File: src/rtl/ckdm_pkg.sv
package ckdm_pkg;
  localparam int unsigned WORD_W = 32;
  localparam int unsigned ADDR_W = 7;
  localparam logic [ADDR_W-1:0] A_SEL_LO  = 7'd0;
  localparam logic [ADDR_W-1:0] A_SEL_HI  = 7'd1;
  localparam logic [ADDR_W-1:0] A_FB_BASE = 7'd4;
  localparam logic [1:0] SEL_OFF = 2'd3;

  // Reset image of the two select words: every field parked at off.
  function automatic logic [2*WORD_W-1:0] sel_reset_image(int unsigned start, int unsigned nout);
    logic [2*WORD_W-1:0] img;
    img = '0;
    for (int unsigned n = 0; n < nout; n++) img[start+2*n +: 2] = SEL_OFF;
    return img;
  endfunction

  // Divider word address of a source/output pair.
  function automatic logic [ADDR_W-1:0] div_addr(int unsigned s, int unsigned n);
    return {1'b1, s[1:0], n[3:0]};
  endfunction

  // Feedback word address of a source.
  function automatic logic [ADDR_W-1:0] fb_addr(int unsigned s);
    return A_FB_BASE + s[ADDR_W-1:0];
  endfunction
endpackage

File: src/rtl/ckdm_regs.sv
module ckdm_regs
  import ckdm_pkg::*;
#(
  parameter int unsigned N_OUT     = 14,
  parameter int unsigned N_SRC     = 3,
  parameter int unsigned DIV_W     = 5,
  parameter int unsigned SEL_START = 8,
  parameter int unsigned FB_START  = 4
) (
  input  logic                           clk,
  input  logic                           rst_n,
  input  logic                           we,
  input  logic [ADDR_W-1:0]              addr,
  input  logic [WORD_W-1:0]              wdata,
  input  logic [N_OUT-1:0]               run_vec,
  output logic [N_OUT-1:0][1:0]          sel_vec,
  output logic [N_OUT-1:0][DIV_W-1:0]    div_act,
  output logic [N_OUT-1:0]               sel_chg,
  output logic [N_OUT-1:0]               div_chg,
  output logic [N_SRC-1:0][WORD_W-1:0]   fb_words,
  output logic [WORD_W-1:0]              rdata
);
  localparam logic [2*WORD_W-1:0] SEL_RST = sel_reset_image(SEL_START, N_OUT);

  logic [2*WORD_W-1:0] sel_img_q, sel_img_nx;
  logic [DIV_W-1:0]    div_q [N_SRC][N_OUT];

  always_comb begin
    sel_img_nx = sel_img_q;
    if (we && addr == A_SEL_LO) sel_img_nx[WORD_W-1:0] = wdata;
    if (we && addr == A_SEL_HI) sel_img_nx[2*WORD_W-1:WORD_W] = wdata;
  end

  always_ff @(posedge clk) begin
    if (!rst_n) sel_img_q <= SEL_RST;
    else        sel_img_q <= sel_img_nx;
  end

  always_ff @(posedge clk) begin
    for (int unsigned s = 0; s < N_SRC; s++) begin
      for (int unsigned n = 0; n < N_OUT; n++) begin
        if (!rst_n) div_q[s][n] <= '0;
        else if (we && addr == div_addr(s, n)) div_q[s][n] <= wdata[DIV_W-1:0];
      end
    end
  end

  for (genvar n = 0; n < N_OUT; n++) begin : g_field
    assign sel_vec[n] = sel_img_q[SEL_START+2*n +: 2];
    assign sel_chg[n] = sel_img_nx[SEL_START+2*n +: 2] != sel_img_q[SEL_START+2*n +: 2];

    always_comb begin
      div_act[n] = '0;
      div_chg[n] = 1'b0;
      for (int unsigned s = 0; s < N_SRC; s++) begin
        if (32'(sel_vec[n]) == s) begin
          div_act[n] = div_q[s][n];
          div_chg[n] = we && (addr == div_addr(s, n));
        end
      end
    end
  end

  for (genvar s = 0; s < N_SRC; s++) begin : g_fb
    always_comb begin
      fb_words[s] = '0;
      for (int unsigned n = 0; n < N_OUT; n++)
        fb_words[s][FB_START+n] = run_vec[n] && (32'(sel_vec[n]) == s);
    end
  end

  always_comb begin
    rdata = '0;
    if (addr == A_SEL_LO) rdata = sel_img_q[WORD_W-1:0];
    if (addr == A_SEL_HI) rdata = sel_img_q[2*WORD_W-1:WORD_W];
    for (int unsigned s = 0; s < N_SRC; s++) begin
      if (addr == fb_addr(s)) rdata = fb_words[s];
      for (int unsigned n = 0; n < N_OUT; n++)
        if (addr == div_addr(s, n)) rdata = WORD_W'(div_q[s][n]);
    end
  end
endmodule

File: src/rtl/ckdm_lane.sv
module ckdm_lane #(
  parameter int unsigned N_SRC = 3,
  parameter int unsigned DIV_W = 5
) (
  input  logic             clk,
  input  logic             rst_n,
  input  logic [N_SRC-1:0] src_pulse,
  input  logic [1:0]       sel,
  input  logic [DIV_W-1:0] div_val,
  input  logic             clr_cnt,
  input  logic             clr_run,
  output logic             tick,
  output logic             running
);
  logic [DIV_W-1:0] cnt_q;
  logic             src_hit;

  // A count of d selected pulses plus the current one completes a period.
  function automatic logic period_done(logic [DIV_W-1:0] c, logic [DIV_W-1:0] d);
    return c >= d;
  endfunction

  always_comb begin
    src_hit = 1'b0;
    for (int unsigned s = 0; s < N_SRC; s++)
      if (32'(sel) == s) src_hit = src_pulse[s];
  end

  always_ff @(posedge clk) begin
    if (!rst_n) begin
      cnt_q   <= '0;
      tick    <= 1'b0;
      running <= 1'b0;
    end else begin
      tick <= 1'b0;
      if (clr_run) running <= 1'b0;
      if (clr_cnt) begin
        cnt_q <= '0;
      end else if (src_hit) begin
        if (period_done(cnt_q, div_val)) begin
          cnt_q   <= '0;
          tick    <= 1'b1;
          running <= 1'b1;
        end else begin
          cnt_q <= cnt_q + 1'b1;
        end
      end
    end
  end
endmodule

File: src/rtl/ckdiv_mux_bank.sv
module ckdiv_mux_bank
  import ckdm_pkg::*;
#(
  parameter int unsigned N_OUT     = 14,
  parameter int unsigned N_SRC     = 3,
  parameter int unsigned DIV_W     = 5,
  parameter int unsigned SEL_START = 8,
  parameter int unsigned FB_START  = 4
) (
  input  logic              clk,
  input  logic              rst_n,
  input  logic [N_SRC-1:0]  src_pulse,
  input  logic              reg_we,
  input  logic [ADDR_W-1:0] reg_addr,
  input  logic [WORD_W-1:0] reg_wdata,
  output logic [WORD_W-1:0] reg_rdata,
  output logic [N_OUT-1:0]  out_pulse
);
  logic [N_OUT-1:0][1:0]        sel_vec;
  logic [N_OUT-1:0][DIV_W-1:0]  div_act;
  logic [N_OUT-1:0]             sel_chg;
  logic [N_OUT-1:0]             div_chg;
  logic [N_OUT-1:0]             clr_cnt;
  logic [N_OUT-1:0]             run_vec;
  logic [N_SRC-1:0][WORD_W-1:0] fb_words;

  ckdm_regs #(
    .N_OUT(N_OUT), .N_SRC(N_SRC), .DIV_W(DIV_W),
    .SEL_START(SEL_START), .FB_START(FB_START)
  ) u_regs (
    .clk(clk), .rst_n(rst_n), .we(reg_we), .addr(reg_addr), .wdata(reg_wdata),
    .run_vec(run_vec), .sel_vec(sel_vec), .div_act(div_act),
    .sel_chg(sel_chg), .div_chg(div_chg), .fb_words(fb_words), .rdata(reg_rdata)
  );

  assign clr_cnt = sel_chg | div_chg;

  for (genvar n = 0; n < N_OUT; n++) begin : g_lane
    ckdm_lane #(.N_SRC(N_SRC), .DIV_W(DIV_W)) u_lane (
      .clk(clk), .rst_n(rst_n), .src_pulse(src_pulse),
      .sel(sel_vec[n]), .div_val(div_act[n]),
      .clr_cnt(clr_cnt[n]), .clr_run(sel_chg[n]),
      .tick(out_pulse[n]), .running(run_vec[n])
    );
  end
endmodule

File: config.mk
export PLATFORM = sky130hd
export DESIGN_NAME = ckdiv_mux_bank
export DESIGN_NICKNAME = d
export VERILOG_FILES = /design/src/rtl/ckdm_pkg.sv /design/src/rtl/ckdm_regs.sv /design/src/rtl/ckdm_lane.sv /design/src/rtl/ckdiv_mux_bank.sv
export SDC_FILE = /design/constraint.sdc
export NUM_CORES = 1
export LEC_CHECK = 0
export BUFFER_PORTS_ARGS = -buffer_cell sky130_fd_sc_hd__buf_2
export CAP_MARGIN = 20
export CORE_MARGIN = 3
export CORE_UTILIZATION = 40
export DETAILED_ROUTE_END_ITERATION = 6
export GPL_TIMING_DRIVEN = 0
export SYNTH_ARGS = -nofsm -noshare
export SYNTH_HDL_FRONTEND = slang
export SYNTH_HIERARCHICAL = 1
export SYNTH_SLANG_ARGS = --single-unit
File: constraint.sdc
create_clock -name clk -period 6.75 [get_ports clk]
set_input_delay 0.675 -clock clk [delete_from_list [all_inputs] [get_ports clk]]
set_output_delay 0.675 -clock clk [all_outputs]
set_load 0.05 [all_outputs]
==> summary.md, run 1 <==
| Metric | Value |
|---|---|
| Max_cap viols | 0 |
| Crit-path max FO | 10 |
| Initial Utilization | 40.5% |
| Post-CTS resize count | 0 |
| # IOs | 91 |
| Nets | 2862 |
| Setup crit start kind | input pin |
| Hpwl dp | 81900 um |
| Post-Synthesis Cells | 2578 |
| Slowest Stage Delay on Critical Path | 0.97 ns |
| Worst slew pin tran | 1.28 ns |
| Area Growth Syn to Fin | 13.5% |
| M1 WL | 43800 um |
| First-pass GRT wire length | 150000 um |
| LEAKAGE | slightly below 10 nW |
| CP cell instances | buf_2 > buf_6 > nand4bb_1 > clkbuf_1 > nor2_1 > buf_4 > clkbuf_1 > a21oi_1 > o21ai_0 > a222oi_1 > inv_1 > buf_2 |
| Critical Path End Type | output pin |
| WL/cell | ~30 um |
| Setup TNS | 0 ns |
| Slew HR | 14.7% |
| Mean Syn Cell Area | 8.88 um2 |
| Clk_lat worst skew | 0.59 ns |
| Layout cells sized above 1 | about a tenth |
| Worst hold slack | 0.348 ns |
| Die Wd | 245 um |
| Gpl congestion | 1.06 |
| CTS tree | done |
| Final hold vios | 0 |
| Initial antenna violation count | 4 |
| DP Worst Slack | roughly 1.4 ns |
| Mapped cell area | roughly 0.023 mm2 |
| WL met2 | between 40000 and 50000 um |
| Multi-input gate area | between 0.01 and 0.015 mm2 |
| Post-Route Utilization | 46.0% |
| Die area | 0.0601 mm2 |
| Placement Rows | 87 |
| Placed inst area | 0.0245 mm2 |
| CP max stage cell | clkbuf_1 |
| Clk pin slew, worst setup/hold paths | 0.06 ns |
| Met3 wire length | 12000 um |
| Core region area | approximately 0.056 mm2 |
| YS warnings | 6 |
| Crit path DAT | 4.92 ns |
| Dpl cells | 3437 |
| Hold buffers post-CTS | 0 |
| Pwr Density | 209 mW/mm2 |
| Cts bufs inserted | 46 |
| Routed WL | 107000 um |
| Pre-antenna DRT Iters | 6 |
| Min Tclk post-route | between 5 and 6 ns |
| Finished Layout Cells | 3527 |
| Gr ovfl total | 0 |
| Maximum VDD drop | 0.000173 V |
| Gr usage total | 34.7% |
| CTS root buf | clkbuf_16 |
| CTS HTree Levels | 2 |
| Skew final | around 0.017 ns |
| Crit share post-route | 82.9% |
| Req. time, crit path | 6.07 ns |
| Port Buf Inserts | a little under 90 |
| Setup Viol. Count Final | 0 |
| RSZ-0062 raised after global routing | no |
| Max Used Layer | met5 |
| Final setup margin | about 1.2 ns |
| Max Buffers Root-to-Sink | 3 |
| Antenna-violating nets left | 0 |
| Status | finished clean |
| Vias in the first global route | ~21000 |
| Final Power | around 5.4 mW |
| Vias/cell | ~6.3 |
| Final Max Slew Viols | 0 |
| Filler cell count | 5571 |
| Clock sink count | 372 |
| Mapped Nets | 2707 |
| Post-route DRC | 0 |
| Critical path class | input pin to output pin |
| DR vias | 22200 |
| Largest net degree at the start of global routing | 30 |
| DR iter-0 viols | about 3000 |
| Register area | 0.00955 mm2 |
| Fmax | 179 MHz |
| HP Class | input pin to flop |
| Design area | 0.0260 mm2 |
| Post-CTS setup buffers | 0 |
| Die Span Y | 245 um |
final timing paths:
check	cells past startpoint	end	from	slack, ns
setup / recovery	12	reg_rdata[14]	reg_addr[1]	1.15
hold reg to reg	2	u_regs/sel_img_q[2]	u_regs/sel_img_q[2]	0.47
setup reg to reg	10	g_lane[11].u_lane/cnt_q[3]	u_regs/sel_img_q[31]	3.38
hold / removal	3	u_regs/sel_img_q[7]	reg_wdata[7]	0.35
area by class of cell:
type	instances	area share [%]
Antenna cell	3	0.0289
Buffer	185	3.42
Clock buffer	66	5.12
Clock inverter	17	0.448
Inverter	113	1.63
Multi-Input combinational cell	1908	46.3
Sequential cell	372	36.8
Tap cell	756	3.64
Timing Repair Buffer	107	2.60
worst max-delay path: cells and delay by family:
| kind | cells | cell delay, ns |
|---|---|---|
| buf+inv | 7 | 2.29 |
| simple gates | 2 | 0.62 |
| compound gates | 3 | 1.32 |
cells in the final DEF (no fill, tap or decap), types with 7 or more instances in the layout:
cell / instances
nand2_1: 342
nor2_1: 279
edfxtp_1: 210
o21ai_0: 179
dfxtp_1: 162
buf_2: 123
clkbuf_1: 121
inv_1: 112
mux2i_1: 108
a21oi_1: 88
ha_1: 84
o22ai_1: 77
xnor2_1: 70
nand2b_1: 67
a211oi_1: 65
clkbuf_16: 49
nand3_1: 48
nand4b_1: 44
and2_1: 38
buf_4: 36
a31oi_1: 35
o2111ai_1: 31
a21boi_0: 31
and3_1: 28
nor3_1: 25
nor2b_1: 23
a21o_1: 19
o21a_1: 17
a22o_1: 16
or2_1: 14
o22ai_2: 14
a222oi_1: 14
a22oi_1: 13
buf_8: 9
o221ai_1: 8
clkinv_2: 7
buf_1: 7
a221oi_1: 7
per-layer routing:
layer | GRT usage [%] | up-vias
li1 | - | 9642
met1 | 47.2 | 10900
met2 | 51.3 | 1385
met3 | 7.92 | 259
met4 | 18.2 | 2
met5 | 0 | -
report_power, final:
part,internal [mW],switching [mW],total (mW)
clock network,1.40,0.997,2.40
registers,2.46,0.0807,2.54
logic,0.116,0.351,0.468
total,3.98,1.43,5.41
registers in the layout (all words and copies together), names as in the netlist:
signal	count
g_lane.u_lane/tick	14
u_regs/div_q	210
g_lane.u_lane/running	14
g_lane.u_lane/cnt_q	70
u_regs/sel_img_q	64
Power figures use the tool's default switching activity.
==> run 2, diff against run 1 <==
==> constraint.sdc (replaced) <==
create_clock -name clk -period 4.6 [get_ports clk]
set_input_delay 0.46 -clock clk [delete_from_list [all_inputs] [get_ports clk]]
set_output_delay 0.46 -clock clk [all_outputs]
set_load 0.05 [all_outputs]
==> summary.md, run 2 (synthesis results as in run 1) <==
| Metric | Value |
|---|---|
| Reg2reg path depth | 10 |
| Cts bufs inserted | 46 |
| DR iter-0 viols | 2993 |
| HP Class | input pin to flop |
| Vias/cell | between 6 and 7 |
| Placement Rows | 87 |
| Gr ovfl total | 0 |
| Most common cell after layout, fill and taps aside | nand2_1 |
| Hold depth | 3 |
| Final hold vios | 0 |
| CTS root buf | clkbuf_16 |
| RSZ-0062 raised after global routing | no |
| Failing checks | DRC |
| Initial antenna violation count | 3 |
| Worst slew pin tran | 1.28 ns |
| Max_cap viols | 0 |
| WL/cell | 30.3 um |
| Maximum VDD drop | between 0.0002 and 0.0003 V |
| Pwr Density | 306 mW/mm2 |
| Setup Viol. Count Final | 0 |
| Post-route DRC | 4 |
| Status | complete, but fails checks |
| Req. time, crit path | 4.14 ns |
| Number of flip-flops in the largest register | 210 |
| Antenna-violating nets left | 0 |
| Post-Route Utilization | about 46% |
| Clk_lat worst skew | roughly 0.59 ns |
| Die Span Y | 245 um |
| CTS HTree Levels | 2 |
| Hold buffers post-CTS | 0 |
| Crit path DAT | 4.10 ns |
| Pre-antenna DRT Iters | 7 |
| Dpl cells | 3437 |
| Slew HR | 14.9% |
| CP cell instances | buf_2 > nand4bb_1 > clkbuf_1 > nor2_1 > nor4_1 > a221o_1 > a311oi_1 > nor3_1 > buf_2 |
| Slowest Stage Delay on Critical Path | 1.02 ns |
| Most frequent CP cell | buf_2 |
| Crit share post-route | 99.1% |
| DR vias | 22100 |
| Core region area | 0.0565 mm2 |
| Nets | 2862 |
| Hpwl dp | between 80000 and 90000 um |
| Largest net degree at the start of global routing | 30 |
| Setup crit start kind | input pin |
| Die area | 0.0601 mm2 |
| Gr usage total | 34.6% |
| LEAKAGE | 9.71 nW |
| Max Buffers Root-to-Sink | 3 |
| First-pass GRT wire length | 149000 um |
| Setup TNS | 0 ns |
| DP Worst Slack | -0.304 ns |
| Commonest non-fill, non-tap cells in the layout | 342 x nand2_1, 279 x nor2_1, 210 x edfxtp_1 |
| Clk pin slew, worst setup/hold paths | 0.06 ns |
| Biggest register | u_regs/div_q |
| # IOs | 91 |
| Layout cells sized above 1 | approximately a tenth |
| Clock sink count | around 370 |
| Final Max Slew Viols | 0 |
| Critical path class | input pin to output pin |
| Area Growth Syn to Fin | 13.5% |
| Crit-path max FO | 9 |
| Min Tclk post-route | 4.56 ns |
| Skew final | around 0.016 ns |
| Vias in the first global route | 20900 |
| Final setup margin | 0.0399 ns |
| CP max stage cell | nor4_1 |
| CTS tree | done |
| Port Buf Inserts | 89 |
| Initial Utilization | 40.5% |
| Fmax | 219 MHz |
| Die Wd | 245 um |
| Worst hold slack | 0.137 ns |
| Finished Layout Cells | 3528 |
| Critical Path End Type | output pin |
| Biggest regs | u_regs/div_q (210), g_lane.u_lane/cnt_q (70), u_regs/sel_img_q (64) |
| Gpl congestion | 1.06 |
| Routed WL | roughly 110000 um |
## run 2: cell count changes in the layout (fill, tap and decap cells not counted)
cell,delta
o22ai_1,-1
o22ai_2,+1
o21ai_1,+2
buf_6,-1
o21ai_0,-2
clkbuf_1,-2
diode_2,+1
buf_4,+3
## run 2: worst paths after layout
check                        from                          to  slack [ns]
min reg2reg   u_regs/sel_img_q[2]         u_regs/sel_img_q[2]        0.47
max reg2reg  u_regs/sel_img_q[31]  g_lane[11].u_lane/cnt_q[3]        1.21
max                   reg_addr[3]                reg_rdata[3]        0.04
min                  reg_wdata[7]         u_regs/sel_img_q[7]        0.14
## run 2: final cells by class
class                   instances  area [um2]
fillers                      5575       30500
multi-input cells            1908       12000
flip-flops and latches        372        9550
clock buffers                  66        1330
well taps                     756         946
plain buffers                 183         880
repair buffers                109         687
inverters                     113         424
clock inverters                17         116
diodes                          4        10.0
## run 2: stage by stage
step           power (mW)  area, um2
2_1_floorplan        4.06      22900
3_3_place_gp         4.43      24300
3_5_place_dp         4.45      24500
4_1_cts              7.95      25900
5_1_grt              8.14      26000
6_report             7.95      26000
## run 2: power by group
group	internal [mW]	switching, mW	total (mW)
registers	3.62	0.119	3.73
logic	0.170	0.518	0.688
clock network	2.06	1.46	3.52
## run 2: layer usage
| metal | GRT usage [%] | wire length [um] | up-vias |
|---|---|---|---|
| met4 | 17.6 | 6190 | 0 |
| li1 | - | - | 9632 |
| met2 | 51.5 | 44800 | 1350 |
| met3 | 8.14 | 11800 | 265 |
| met1 | 47.0 | 44000 | 10900 |
| met5 | 0 | 0 | - |
## run 2: timing repair
item	CTS	global route
setup buffers	0	3
resized for setup	3	0
hold endpoints to repair	0	0
setup endpoints to repair	4	2
## run 2: critical path, delay by kind of cell
family	cells	cell delay, ns
AO/OA/AOI/OAI	2	0.45
AND/OR/NAND/NOR	4	2.02
buffers and inverters	3	1.16
